===== config.mk =====
export PLATFORM = sky130hd
export DESIGN_NAME = gpio_port
export DESIGN_NICKNAME = d
export VERILOG_FILES = /design/src/rtl/gpio_pkg.sv /design/src/rtl/gpio_in_sync.sv /design/src/rtl/gpio_cfg_regs.sv /design/src/rtl/gpio_pin_drive.sv /design/src/rtl/gpio_port.sv
export SDC_FILE = /design/constraint.sdc
export NUM_CORES = 1
export LEC_CHECK = 0
export BUFFER_PORTS_ARGS = -buffer_cell sky130_fd_sc_hd__buf_4
export CAP_MARGIN = 25
export CORE_AREA = 2 2 183 185
export DETAILED_ROUTE_END_ITERATION = 8
export DIE_AREA = 0 0 185 187
export PLACE_DENSITY = 0.66
export SYNTH_ARGS = -nofsm -noshare
export SYNTH_HDL_FRONTEND = slang
export SYNTH_SLANG_ARGS = --single-unit

===== constraint.sdc =====
create_clock -name clk -period 2.25 [get_ports clk]
set_input_delay 0.225 -clock clk [delete_from_list [all_inputs] [get_ports clk]]
set_output_delay 0.225 -clock clk [all_outputs]
set_load 0.01 [all_outputs]

===== src/rtl/gpio_pkg.sv =====
package gpio_pkg;

    typedef enum logic [1:0] {
        PM_INPUT  = 2'd0,
        PM_OUTPUT = 2'd1,
        PM_ALTFN  = 2'd2,
        PM_ANALOG = 2'd3
    } pin_mode_e;

    localparam logic [3:0] W_MODE  = 4'd0;
    localparam logic [3:0] W_OTYPE = 4'd1;
    localparam logic [3:0] W_SPEED = 4'd2;
    localparam logic [3:0] W_PULL  = 4'd3;
    localparam logic [3:0] W_IDATA = 4'd4;
    localparam logic [3:0] W_ODATA = 4'd5;
    localparam logic [3:0] W_SETCL = 4'd6;
    localparam logic [3:0] W_AFLO  = 4'd8;
    localparam logic [3:0] W_AFHI  = 4'd9;

endpackage


===== src/rtl/gpio_in_sync.sv =====
module gpio_in_sync #(
    parameter int WIDTH = 16
) (
    input  logic             clk,
    input  logic             rst_n,
    input  logic [WIDTH-1:0] raw_in,
    output logic [WIDTH-1:0] sync_out
);
    logic [WIDTH-1:0] stage1_q;

    always_ff @(posedge clk or negedge rst_n) begin
        if (!rst_n) begin
            stage1_q <= '0;
            sync_out <= '0;
        end else begin
            stage1_q <= raw_in;
            sync_out <= stage1_q;
        end
    end
endmodule


===== src/rtl/gpio_cfg_regs.sv =====
module gpio_cfg_regs
    import gpio_pkg::*;
#(
    parameter int NUM_PINS = 16,
    parameter int AF_W     = 4,
    parameter int DATA_W   = 32,
    parameter int WIDX_W   = 4
) (
    input  logic                     clk,
    input  logic                     rst_n,
    input  logic                     wr_en,
    input  logic [WIDX_W-1:0]        word_idx,
    input  logic [DATA_W-1:0]        wdata,
    input  logic [NUM_PINS-1:0]      in_data,
    output logic [2*NUM_PINS-1:0]    mode_q,
    output logic [NUM_PINS-1:0]      otype_q,
    output logic [2*NUM_PINS-1:0]    speed_q,
    output logic [2*NUM_PINS-1:0]    pull_q,
    output logic [NUM_PINS-1:0]      odr_q,
    output logic [AF_W*NUM_PINS-1:0] afsel_q,
    output logic [DATA_W-1:0]        rd_word
);
    localparam int FIELD2_W = 2 * NUM_PINS;

    logic [NUM_PINS-1:0] set_bits;
    logic [NUM_PINS-1:0] clr_bits;

    assign set_bits = wdata[NUM_PINS-1:0];
    assign clr_bits = wdata[FIELD2_W-1:NUM_PINS];

    always_ff @(posedge clk or negedge rst_n) begin
        if (!rst_n) begin
            mode_q  <= '0;
            otype_q <= '0;
            speed_q <= '0;
            pull_q  <= '0;
            odr_q   <= '0;
            afsel_q <= '0;
        end else if (wr_en) begin
            case (word_idx)
                W_MODE:  mode_q  <= wdata[FIELD2_W-1:0];
                W_OTYPE: otype_q <= wdata[NUM_PINS-1:0];
                W_SPEED: speed_q <= wdata[FIELD2_W-1:0];
                W_PULL:  pull_q  <= wdata[FIELD2_W-1:0];
                W_ODATA: odr_q   <= wdata[NUM_PINS-1:0];
                W_SETCL: odr_q   <= (odr_q & ~clr_bits) | set_bits;
                W_AFLO:  afsel_q[DATA_W-1:0] <= wdata;
                W_AFHI:  afsel_q[2*DATA_W-1:DATA_W] <= wdata;
                default: ;
            endcase
        end
    end

    always_comb begin
        rd_word = '0;
        case (word_idx)
            W_MODE:  rd_word[FIELD2_W-1:0] = mode_q;
            W_OTYPE: rd_word[NUM_PINS-1:0] = otype_q;
            W_SPEED: rd_word[FIELD2_W-1:0] = speed_q;
            W_PULL:  rd_word[FIELD2_W-1:0] = pull_q;
            W_IDATA: rd_word[NUM_PINS-1:0] = in_data;
            W_ODATA: rd_word[NUM_PINS-1:0] = odr_q;
            W_AFLO:  rd_word = afsel_q[DATA_W-1:0];
            W_AFHI:  rd_word = afsel_q[2*DATA_W-1:DATA_W];
            default: rd_word = '0;
        endcase
    end
endmodule


===== src/rtl/gpio_pin_drive.sv =====
module gpio_pin_drive
    import gpio_pkg::*;
#(
    parameter int AF_W = 4,
    localparam int NUM_FN = 1 << AF_W
) (
    input  logic [1:0]        mode_sel,
    input  logic              odr_bit,
    input  logic              otype_bit,
    input  logic [1:0]        pull_cfg,
    input  logic [1:0]        speed_cfg,
    input  logic [AF_W-1:0]   af_sel,
    input  logic [NUM_FN-1:0] fn_src,
    input  logic              sync_bit,
    output logic              oe,
    output logic              out,
    output logic              od,
    output logic [1:0]        pull,
    output logic [1:0]        speed,
    output logic              analog,
    output logic              in_bit
);
    pin_mode_e md;
    assign md = pin_mode_e'(mode_sel);

    always_comb begin
        oe     = 1'b0;
        out    = 1'b0;
        analog = 1'b0;
        in_bit = sync_bit;
        unique case (md)
            PM_INPUT:  ;
            PM_OUTPUT: begin
                oe  = 1'b1;
                out = odr_bit;
            end
            PM_ALTFN: begin
                oe  = 1'b1;
                out = fn_src[af_sel];
            end
            PM_ANALOG: begin
                analog = 1'b1;
                in_bit = 1'b0;
            end
        endcase
    end

    assign od    = otype_bit;
    assign pull  = (pull_cfg == 2'b11) ? 2'b00 : pull_cfg;
    assign speed = speed_cfg;
endmodule


===== src/rtl/gpio_port.sv =====
module gpio_port #(
    parameter int NUM_PINS = 16,
    parameter int AF_W     = 4,
    parameter int DATA_W   = 32,
    parameter int WIDX_W   = 4,
    localparam int NUM_FN  = 1 << AF_W
) (
    input  logic                       clk,
    input  logic                       rst_n,
    input  logic                       bus_sel,
    input  logic                       bus_wr,
    input  logic [WIDX_W-1:0]          bus_word,
    input  logic [DATA_W-1:0]          bus_wdata,
    output logic [DATA_W-1:0]          bus_rdata,
    input  logic [NUM_PINS-1:0]        pad_in,
    input  logic [NUM_PINS*NUM_FN-1:0] fn_src,
    output logic [NUM_PINS-1:0]        pad_oe,
    output logic [NUM_PINS-1:0]        pad_out,
    output logic [NUM_PINS-1:0]        pad_od,
    output logic [2*NUM_PINS-1:0]      pad_pull,
    output logic [2*NUM_PINS-1:0]      pad_speed,
    output logic [NUM_PINS-1:0]        pad_analog
);
    logic [2*NUM_PINS-1:0]    cfg_mode;
    logic [NUM_PINS-1:0]      cfg_otype;
    logic [2*NUM_PINS-1:0]    cfg_speed;
    logic [2*NUM_PINS-1:0]    cfg_pull;
    logic [NUM_PINS-1:0]      cfg_odr;
    logic [AF_W*NUM_PINS-1:0] cfg_afsel;
    logic [NUM_PINS-1:0]      in_sync;
    logic [NUM_PINS-1:0]      in_masked;
    logic [DATA_W-1:0]        rd_word;

    gpio_in_sync #(.WIDTH(NUM_PINS)) u_sync (
        .clk      (clk),
        .rst_n    (rst_n),
        .raw_in   (pad_in),
        .sync_out (in_sync)
    );

    gpio_cfg_regs #(
        .NUM_PINS (NUM_PINS),
        .AF_W     (AF_W),
        .DATA_W   (DATA_W),
        .WIDX_W   (WIDX_W)
    ) u_regs (
        .clk      (clk),
        .rst_n    (rst_n),
        .wr_en    (bus_sel & bus_wr),
        .word_idx (bus_word),
        .wdata    (bus_wdata),
        .in_data  (in_masked),
        .mode_q   (cfg_mode),
        .otype_q  (cfg_otype),
        .speed_q  (cfg_speed),
        .pull_q   (cfg_pull),
        .odr_q    (cfg_odr),
        .afsel_q  (cfg_afsel),
        .rd_word  (rd_word)
    );

    assign bus_rdata = (bus_sel && !bus_wr) ? rd_word : '0;

    for (genvar p = 0; p < NUM_PINS; p++) begin : g_pin
        gpio_pin_drive #(.AF_W(AF_W)) u_pin (
            .mode_sel  (cfg_mode[2*p +: 2]),
            .odr_bit   (cfg_odr[p]),
            .otype_bit (cfg_otype[p]),
            .pull_cfg  (cfg_pull[2*p +: 2]),
            .speed_cfg (cfg_speed[2*p +: 2]),
            .af_sel    (cfg_afsel[AF_W*p +: AF_W]),
            .fn_src    (fn_src[NUM_FN*p +: NUM_FN]),
            .sync_bit  (in_sync[p]),
            .oe        (pad_oe[p]),
            .out       (pad_out[p]),
            .od        (pad_od[p]),
            .pull      (pad_pull[2*p +: 2]),
            .speed     (pad_speed[2*p +: 2]),
            .analog    (pad_analog[p]),
            .in_bit    (in_masked[p])
        );
    end
endmodule


### Word-level counts from Yosys, hierarchy flattened

Cells that the tools add are included.

| word-level totals | value |
|---|---|
| register bits after elaboration | 224 |
| output and inout port bits | 160 |

| operators by class | value |
|---|---|
| order comparisons | 16 |
| eq/ne operators | 72 |
| muxes and demuxes | 116 |
| bitwise logic cells | 4 |
| reductions and logical operators | 27 |

Operators by type and width:

| kind | number |
|---|---|
| $pmux W16 S8 | 1 |
| $eq A2 B2 Y1 const B | 48 |
| $lt A4 B5 Y1 const B | 16 |
| $pmux W16 S5 | 1 |
| $bmux W1 S4 | 16 |
| $mux W1 | 64 |
| $eq A2 B1 Y1 const B | 16 |
| $mux W2 | 16 |
| $mux W32 | 1 |
| $pmux W1 S2 | 16 |
| $pmux W16 S2 | 1 |
| $reduce_or A2 Y1 | 16 |
| $and A16 B16 Y16 | 1 |
| $not A16 Y16 | 1 |
| $or A16 B16 Y16 | 1 |
| $reduce_and A2 Y1 | 7 |
| $eq A4 B3 Y1 const B | 3 |
| $eq A4 B2 Y1 const B | 2 |
| $eq A4 B4 Y1 const B | 2 |
| $eq A4 B1 Y1 const B | 1 |
| $logic_not A4 Y1 | 1 |
| $reduce_bool A2 Y1 | 1 |
| $and A1 B1 Y1 | 1 |
| $logic_and A1 B1 Y1 | 1 |
| $logic_not A1 Y1 | 1 |

### Logic depth before layout (Yosys ltp)

Gate-level depths: netlist of the first run.

| depth | value |
|---|---|
| word-level depth | 4 |
| mapped depth | 8 |
| mapped depth without buffers | 6 |

### By module

Synthesis of the first run repeated with hierarchy kept, for this count alone.

| unflattened totals | value |
|---|---|
| cells, all modules | 1,331 |
| area, all modules | 15,232.1 µm² |

By module, submodules not included:

| module | instances | cells each | area an instance (µm²) | seq. area each (µm²) |
|---|---|---|---|---|
| gpio_cfg_regs | 1 | 652 | 9,409.0 | 4,804.6 |
| gpio_pin_drive | 16 | 38 | 291.5 | 0.0 |
| gpio_in_sync | 1 | 32 | 800.8 | 800.8 |
| gpio_port | 1 | 39 | 357.8 | 0.0 |

### Least setup slack after synthesis of the first run

Ideal clock, no wire load.

| path | value |
|---|---|
| kind | register -> output |
| start | register u_regs.mode_q[10] |
| end | output pad_out[5] |
| arrival time | 1.818 ns |
| setup slack | 0.207 ns |
| cell stages (with the launch flop) | 8 |
| cells stage by stage | dfrtp_1 > inv_1 > ha_1 > or3b_2 > a221oi_1 > a22oi_1 > o211ai_1 > buf_4 |

| on the way | value |
|---|---|
| longest elaborated chain between the ends | 2 |

RTL lines:

| item | line | RTL |
|---|---|---|
| start: declaration | gpio_cfg_regs.sv:15 | `output logic [2*NUM_PINS-1:0] mode_q,` |
| start signal: assignment | gpio_cfg_regs.sv:41 | `W_MODE: mode_q <= wdata[FIELD2_W-1:0];` |
| $eq A2 B2 Y1 / $eq A2 B1 Y1 (equally long branches) | gpio_pin_drive.sv:31 | `unique case (md)` |
| $pmux W1 S2 * | gpio_pin_drive.sv:31 |  |
| end: declaration | gpio_port.sv:18 | `output logic [NUM_PINS-1:0] pad_out,` |

Mark *: on every way between the ends. The rest lies on a longest branch, timed or not.

### Worst setup path after layout of the first run

| path | value |
|---|---|
| start | register u_regs.mode_q[24] |
| end | output pad_out[12] |

Same word-level chain as after synthesis.

==> impl_metrics.toml, run 1 <==
[status]
status = "complete, but fails checks"
failed_checks = "negative setup slack"

[grt]
track_usage_pct = 27.2
grt_pass1_vias = 11900
grt_max_degree = 65
grt_pass1_wl_mm = 71.7
gr-total-overflow = 0
antenna_found_initial = 1

[yosys]
synthesis.area_um2 = 13000
syn-instance-count = 1074
synth-seq-area-share_pct = 43.1
synth_nets = 1434
synthMostInstantiatedCell = "dfrtp_1"
yosys.area.top_type = "dfrtp_1"
async_reset_ff_share_pct = 100
synthTopCellsByArea = "dfrtp_1 43%, mux2_2 12%, mux4_2 10%, ha_1 4.6%, buf_4 3.7%"
synth_edf_count = 0
ys_types = 43
synth.top_cell.area_share_pct = 43.1
synth-seq-cells = 224
synth_ff_type = "dfrtp_1"
synth-warning-count = 0
synth_area_per_cell_um2 = 12.1
synth_common_cells = "224 x dfrtp_1, 144 x mux2_2, 65 x inv_1, 64 x buf_4, 60 x a22oi_1"

[floorplanning]
ios = 472
fp.dieArea_um2 = 34600
die_w_um = 185
start_util_pct = 39.6
fp.dieH_um = 187
rows = 67
core_um2 = 32900

[sta]
setup_ws_ns = -0.163
rsz0062_at_grt = "true"
clock_skew_ns = 0.00620
fmax_ghz = 0.414
max_slew_margin_pct = 73.1
timing.final.max_slew_violations = 0
period_share_pct = 107
worstMarginPinSlew_ns = 0.402
finalCriticalPeriod_ns = 2.41
hold_slack_ns = 0.0178
hold_violations = 0
setup_viol = 16

[placed_design]
pre_cts_slack_ns = 0.133
placed_area_um2 = 16900
dp.cells = 1907
port_buffers = 471
gp_congestion = 0.845
place_hpwl_mm = 35.4

[clocking]
cts_tree = "yes"
clk_latency_ns = 0.52
cts_max_level = 1
clockBufferDepth = 3
clk_pin_slew_worst_paths_ns = 0.06
clock-sinks = 224
cts_root_buf = "clkbuf_16"
cts_buffers = 26

[final_layout]
area.growth.synth_to_final_pct = 45.3
fin_area_um2 = 18900
fin_nets = 1925
final_util_pct = 57.5
fin_cells = 2032
antenna_cells = 0
drive_above_1_share_pct = 54.6

[setup_path]
regToRegEndpoint = "u_regs.afsel_q[24]$_DFFE_PN0P_"
crit_type = "flop to output pin"
arrival_ns = 2.19
crit_required_ns = 2.03
reg2reg_depth = 3
rr_startpoint = "u_regs.afsel_q[24]$_DFFE_PN0P_"
r2r_slack_ns = 1.18
cp_max_fo = 2
critPathCaptureType = "output pin"
critPathLaunchType = "flop"

[power]
sw_frac_of_total_pct = 31.4
seq_power_share_pct = 37.7
p_int_mw = 10.5
power_density_nw_per_um2 = 810
ir_drop_v = 0.000501
clockPowerShare_pct = 29.3
p_sw_mw = 4.81
p_comb_share_pct = 32.9
p_leak_nw = 8.67

[detailed_routing]
drt_iter0_markers = 807
via_per_inst = 5.61
ant_nets = 0
drc_errors = 0
first_pass_iters = 9
vias = 11400
totalWireLength_mm = 47.9
drt-wirelength-per-cell_um = 23.6

[worst_hold_path]
hp-class = "input port to flop"
hold_path_end = "u_regs.mode_q[25]$_DFFE_PN0P_"
min_from = "bus_wdata[25]"
hold_path_depth = 3

[flow_run]
drv_cap = 0
## power groups by stage
stage	Sequential [mW]	Clock [mW]	Combinational (mW)
6_report	5.78	4.49	5.04
5_1_grt	5.90	4.77	5.39
4_1_cts	5.77	4.57	4.94
3_5_place_dp	5.85	0	4.43
3_3_place_gp	5.81	0	4.36
2_1_floorplan	5.40	0	2.86
## how the worst max path moves through the flow
stage | startpoint | endpoint | slack, ns
after floorplan | u_regs.mode_q[10]$_DFFE_PN0P_ | pad_out[5] | 0.21
after global routing | u_regs.mode_q[10]$_DFFE_PN0P_ | pad_out[5] | -0.26
after CTS | u_regs.afsel_q[32]$_DFFE_PN0P_ | pad_out[8] | -0.19
after detailed placement | u_regs.mode_q[10]$_DFFE_PN0P_ | pad_out[5] | 0.13
after global placement | u_regs.afsel_q[32]$_DFFE_PN0P_ | pad_out[8] | 0.19
final | u_regs.mode_q[24]$_DFFE_PN0P_ | pad_out[12] | -0.16
## layout make-up
class / count / area [um2]
Clock inverter: 9 / 151
Tap cell: 448 / 561
Inverter: 65 / 244
Sequential cell: 224 / 5630
Fill cell: 2858 / 14000
Timing Repair Buffer: 595 / 4810
Clock buffer: 38 / 767
Multi-Input combinational cell: 653 / 6750
## per-layer routing
layer  global-route usage, %  part of all wire [%]  vias to the layer above
met5                       0                 0.027                        -
met4                    7.30                   2.4                        2
met3                    3.74                   6.9                       71
met2                    46.6                    50                      510
met1                    36.2                    41                     5843
li1                        -                     -                     4975
## worst max-delay path, stage by stage, from the launching register on
cell      delay, ns
dfrtp_1        0.39
inv_2          0.09
ha_4           0.20
or3b_4         0.38
a221oi_4       0.21
nor2_1         0.06
o211ai_1       0.18
buf_4          0.16
## logic make-up (layout without fill, tap and decap cells)
group	after synthesis	in the layout	synth area share, %
compound gates	215	215	12.0
fa+ha+maj	48	48	4.62
simple gates	150	150	6.89
mux	240	240	25.6
buf+inv	197	707	7.84
flops	224	224	43.1
## layout by cell type, fill, tap and decap left out, drive strengths merged, types with 19 or more instances in the layout
cell           n
nor2b         36
a22oi         60
mux2         161
inv           65
mux4          58
dlygate4sd3   44
mux2i         21
ha            48
o21ai         49
a22o          19
buf          551
dfrtp        224
clkbuf        38
nand2         42
## per-stage QoR
stage / total power, mW / TNS (ns)
2_1_floorplan: 8.27 / 0
3_3_place_gp: 10.2 / 0
3_5_place_dp: 10.3 / 0
4_1_cts: 15.3 / -2.08
5_1_grt: 16.1 / -3.14
6_report: 15.3 / -1.77
## timing repair
action / CTS / global route
setup endpoints to repair: 16 / 17
pin swaps: 31 / 14
resized for setup: 72 / 17
setup buffers: 30 / 5
endpoints found under the hold margin: 214 / 0
hold buffers: 44 / 0
## registers in the layout (all words and copies together) (netlist names)
| signal | count |
|---|---|
| u_regs.odr_q | 16 |
| u_sync.sync_out | 16 |
| u_regs.pull_q | 32 |
| u_regs.afsel_q | 64 |
| u_regs.speed_q | 32 |
| u_sync.stage1_q | 16 |
| u_regs.otype_q | 16 |
| u_regs.mode_q | 32 |
Power figures use the tool's default switching activity.
==> run 2: changes to the inputs <==
CORE_AREA = 2 2 182 184   (was 2 2 183 185)
CTS_BUF_LIST = sky130_fd_sc_hd__clkbuf_2 sky130_fd_sc_hd__clkbuf_4 sky130_fd_sc_hd__clkbuf_8   (was default)
DIE_AREA = 0 0 184 186   (was 0 0 185 187)
==> impl_metrics.toml, run 2 (synthesis gave the netlist of run 1 again) <==
[status]
status = "complete, but fails checks"
failed_checks = "negative setup slack"

[setup_path]
reg2reg_depth = 3
crit_type = "flop to output pin"
critPathLaunchType = "flop"
r2r_slack_ns = 1.17
crit_required_ns = 2.03
cpMostUsedCell = "buf_6"
rr_startpoint = "u_regs.afsel_q[32]$_DFFE_PN0P_"
path_cells = "buf_6 -> mux4_2 -> mux2_4 -> nand4_1 -> nand3_2 -> buf_6"
critPathCaptureType = "output pin"
regToRegEndpoint = "u_regs.afsel_q[32]$_DFFE_PN0P_"
cp_max_fo = 4
cp_slowest_stage_delay_ns = 0.51
arrival_ns = 2.21
cp_slowest_cell = "mux4_2"

[sta]
max_slew_margin_pct = 50.7
fmax_ghz = 0.410
hold_slack_ns = 0.0262
setup_viol = 16
finalCriticalPeriod_ns = 2.44
hold_violations = 0
clock_skew_ns = 0.0193
period_share_pct = 108
setup_ws_ns = -0.186
worstMarginPinSlew_ns = 0.739
rsz0062_at_grt = "true"
tns_ns = -2.09
timing.final.max_slew_violations = 0

[floorplanning]
fp.dieArea_um2 = 34200
fp.dieH_um = 186
ios = 472
rows = 66
die_w_um = 184
start_util_pct = 40.4
core_um2 = 32200

[final_layout]
drive_above_1_share_pct = 55.6
fin_nets = 1946
fin_cells = 2023
fin_area_um2 = 18900
layout_commonest_cell = "buf_4"
multiInputGateArea_um2 = 6780
area.growth.synth_to_final_pct = 45.5
antenna_cells = 0
largest_reg_flops = 64
fill_cells = 2700
mostFrequentLayoutCells = "522 x buf_4, 210 x dfrtp_1, 127 x mux2_2"
regMostFlops = "u_regs.afsel_q"
regArea_um2 = 5620
final_util_pct = 58.8

[power]
power_density_nw_per_um2 = 791
total_power_mw = 15.0
ir_drop_v = 0.000350
p_leak_nw = 8.75

[detailed_routing]
ant_nets = 0
drc_errors = 0
totalWireLength_mm = 48.3
via_per_inst = 5.63
first_pass_iters = 5
drt_iter0_markers = 825
drt-wirelength-per-cell_um = 23.9
vias = 11400

[clocking]
cts_root_buf = "clkbuf_8"
cts_buffers = 41
clk_latency_ns = 0.54
cts_tree = "yes"
cts_max_level = 2
clk_pin_slew_worst_paths_ns = 0.06
clockBufferDepth = 3
clock-sinks = 224

[placed_design]
port_buffers = 471
place_hpwl_mm = 36.2
gp_congestion = 0.813
placed_area_um2 = 17000
pre_cts_slack_ns = -0.00250
dp.cells = 1874

[worst_hold_path]
hold_path_end = "u_regs.mode_q[7]$_DFFE_PN0P_"
hp-class = "input port to flop"
min_from = "bus_wdata[7]"
hold_path_depth = 3

[grt]
antenna_found_initial = 0
grt_pass1_wl_mm = 71.9
gr-total-overflow = 0
track_usage_pct = 27.7
grt_max_degree = 56
grt_pass1_vias = 12100

[flow_run]
drv_cap = 0
run 2: cell type report:
type                            count  share of cell area (%)
Inverter                           65                    1.29
Timing Repair Buffer              601                    25.8
Tap cell                          408                    2.70
Clock inverter                      5                   0.317
Multi-Input combinational cell    653                    35.8
Sequential cell                   224                    29.7
Clock buffer                       67                    4.41
run 2: where the power goes:
group | internal, mW | leakage [nW] | switching [mW]
logic | 2.90 | 5.51 | 2.11
clock network | 2.46 | 0.478 | 1.72
registers | 4.78 | 2.76 | 1.00
total | 10.1 | 8.75 | 4.83
run 2: repair_timing:
action / CTS / global route
hold buffers: 47 / 0
pin swaps: 32 / 12
cloned: 0 / 0
endpoints found under the hold margin: 210 / 0
endpoints found under the setup margin: 19 / 19
buffers inserted: 29 / 1
gates resized for setup: 75 / 16
run 2: worst max path at each step:
stage | slack (ns) | cells after the start | to | from
2_1_floorplan | 0.21 | 7 | pad_out[5] | u_regs.mode_q[10]$_DFFE_PN0P_
3_3_place_gp | 0.006 | 7 | bus_rdata[11] | bus_word[1]
3_5_place_dp | -0.003 | 7 | bus_rdata[11] | bus_word[1]
4_1_cts | -0.24 | 6 | pad_out[9] | u_regs.afsel_q[36]$_DFFE_PN0P_
5_1_grt | -0.28 | 6 | pad_out[9] | u_regs.afsel_q[36]$_DFFE_PN0P_
6_report | -0.19 | 6 | pad_out[11] | u_regs.afsel_q[44]$_DFFE_PN0P_
run 2: critical path: cells and delay by family (launching register included):
family	cells	cell delay (ns)
buf+inv	2	0.26
mux	2	0.79
simple gates	2	0.19
flops	1	0.43
run 2: routing by layer:
metal	track usage [%]	up-vias	wire, um
met5	0	-	0
met4	6.85	0	817
met3	4.99	51	3540
met2	47.9	493	24400
met1	36.2	5809	19500
li1	-	5039	-
==> run 3: changes to the inputs <==
RECOVER_POWER = 50   (was default)
SLEW_MARGIN = 10   (was default)
==> impl_metrics.toml, run 3 (synthesis gave the netlist of run 1 again) <==
[final_layout]
area.growth.synth_to_final_pct = 44.5
antenna_cells = 0
fill_cells = 2713
regArea_um2 = 5620
fin_nets = 1946
mostFrequentLayoutCells = "504 x buf_4, 210 x dfrtp_1, 127 x mux2_2"
multiInputGateArea_um2 = 6760
largest_reg_flops = 64
regMostFlops = "u_regs.afsel_q"
drive_above_1_share_pct = 55.5
layout_commonest_cell = "buf_4"
fin_area_um2 = 18800

[worst_hold_path]
hp-class = "input port to flop"
min_from = "bus_wdata[7]"
hold_path_depth = 3
hold_path_end = "u_regs.mode_q[7]$_DFFE_PN0P_"

[detailed_routing]
drc_errors = 0
totalWireLength_mm = 48.3
via_per_inst = 5.65
vias = 11400
drt_iter0_markers = 855
ant_nets = 0
first_pass_iters = 6
drt-wirelength-per-cell_um = 23.9

[setup_path]
cp_slowest_stage_delay_ns = 0.71
regToRegEndpoint = "u_regs.afsel_q[32]$_DFFE_PN0P_"
cp_max_fo = 27
reg2reg_depth = 3
crit_type = "input port to output pin"
rr_startpoint = "u_regs.afsel_q[32]$_DFFE_PN0P_"
path_buf_inv = 4
critPathCaptureType = "output pin"
cp_top_family = "buffers and inverters"
arrival_ns = 2.23
critPathLaunchType = "input port"
path_cells = "buf_4 -> nor4_4 -> clkbuf_2 -> buf_4 -> a22oi_1 -> a41oi_1 -> buf_4"
cp_slowest_cell = "clkbuf_2"
crit_required_ns = 2.03
cpMostUsedCell = "buf_4"
r2r_slack_ns = 1.17

[sta]
clock_skew_ns = 0.0210
period_share_pct = 109
timing.final.max_slew_violations = 0
setup_viol = 36
fmax_ghz = 0.408
rsz0062_at_grt = "true"
max_slew_margin_pct = 10.1
hold_violations = 0
worstMarginPinSlew_ns = 1.35
finalCriticalPeriod_ns = 2.45
setup_ws_ns = -0.204

[floorplanning]
rows = 66
fp.dieH_um = 186
start_util_pct = 40.4
fp.dieArea_um2 = 34200
die_w_um = 184
core_um2 = 32200
ios = 472

[clocking]
cts_root_buf = "clkbuf_8"
clock-sinks = 224
cts_tree = "yes"
cts_buffers = 41
clockBufferDepth = 3
clk_latency_ns = 0.55
clk_pin_slew_worst_paths_ns = 0.05
cts_max_level = 2

[power]
p_leak_nw = 8.71
power_density_nw_per_um2 = 795
ir_drop_v = 0.000348

[placed_design]
gp_congestion = 0.813
placed_area_um2 = 17000
port_buffers = 471
pre_cts_slack_ns = -0.00250
place_hpwl_mm = 36.2

[grt]
track_usage_pct = 27.7
grt_max_degree = 56
grt_pass1_wl_mm = 71.9
gr-total-overflow = 0
antenna_found_initial = 0
grt_pass1_vias = 12100

[status]
status = "complete, but fails checks"
failed_checks = "negative setup slack"

[flow_run]
drv_cap = 0
## run 3: cell count changes in the layout (fill, tap and decap cells not counted), moves of 6 or more
| cell | delta |
|---|---|
| buf_12 | -6 |
| buf_4 | -18 |
| clkbuf_2 | +8 |
| clkbuf_4 | +17 |
## run 3: worst min-delay path: cells and delay by family
kind | cells | cell delay, ns
AOI/OAI and AO/OA | 1 | 0.06
buffers and inverters | 1 | 0.15
and+or+nand+nor | 1 | 0.06
## run 3: how the worst max path moves through the flow
stage                                        start            end  slack (ns)  cells past startpoint
detailed placement                     bus_word[1]  bus_rdata[11]      -0.003                      7
finish                                 bus_word[0]   bus_rdata[5]       -0.20                      7
global placement                       bus_word[1]  bus_rdata[11]       0.006                      7
floorplan            u_regs.mode_q[10]$_DFFE_PN0P_     pad_out[5]        0.21                      7
global route        u_regs.afsel_q[36]$_DFFE_PN0P_     pad_out[9]       -0.28                      6
CTS                 u_regs.afsel_q[36]$_DFFE_PN0P_     pad_out[9]       -0.24                      6
## run 3: power by group
group	internal [mW]	leakage, nW	switching [mW]
sequential	4.78	2.76	1.00
combinational	2.89	5.47	2.10
clock	2.46	0.478	1.72
total	10.1	8.71	4.83
## run 3: layout make-up
type	count	area share (%)
inverter	65	1.30
multi-input combinational	653	36.0
clock inverter	5	0.319
clock buffer	67	4.44
timing repair buffer	601	25.4
sequential	224	29.9
tap	408	2.71
## run 3: repair_timing
action,4_1_cts,5_1_grt
hold buffers,47,0
endpoints found under the hold margin,210,0
resized for setup,75,16
pin swaps,32,12
setup buffers,29,1
setup endpoints to repair,19,19
## run 3: stage by stage
stage	cells	hold WS, ns	util, %	setup TNS (ns)	power [mW]
6_report	2023	0.0273	58.4	-3.98	15.0
5_1_grt	2023	0.00684	58.4	-15.20	15.7
4_1_cts	2022	0.00200	58.4	-2.62	15.0
3_5_place_dp	1874	0.177	52.6	-0.00250	10.3
3_3_place_gp	1874	0.174	52.6	0	10.2
2_1_floorplan	1074	-0.0706	-	0	8.27
## run 3: metal layers
metal | vias up | GRT usage (%) | wire (um) | part of all wire (%)
met2 | 493 | 47.9 | 24500 | 51
met1 | 5839 | 36.2 | 19700 | 41
met3 | 52 | 4.99 | 3310 | 6.8
met5 | - | 0 | 0 | 0
met4 | 0 | 6.85 | 825 | 1.7
li1 | 5039 | - | - | -
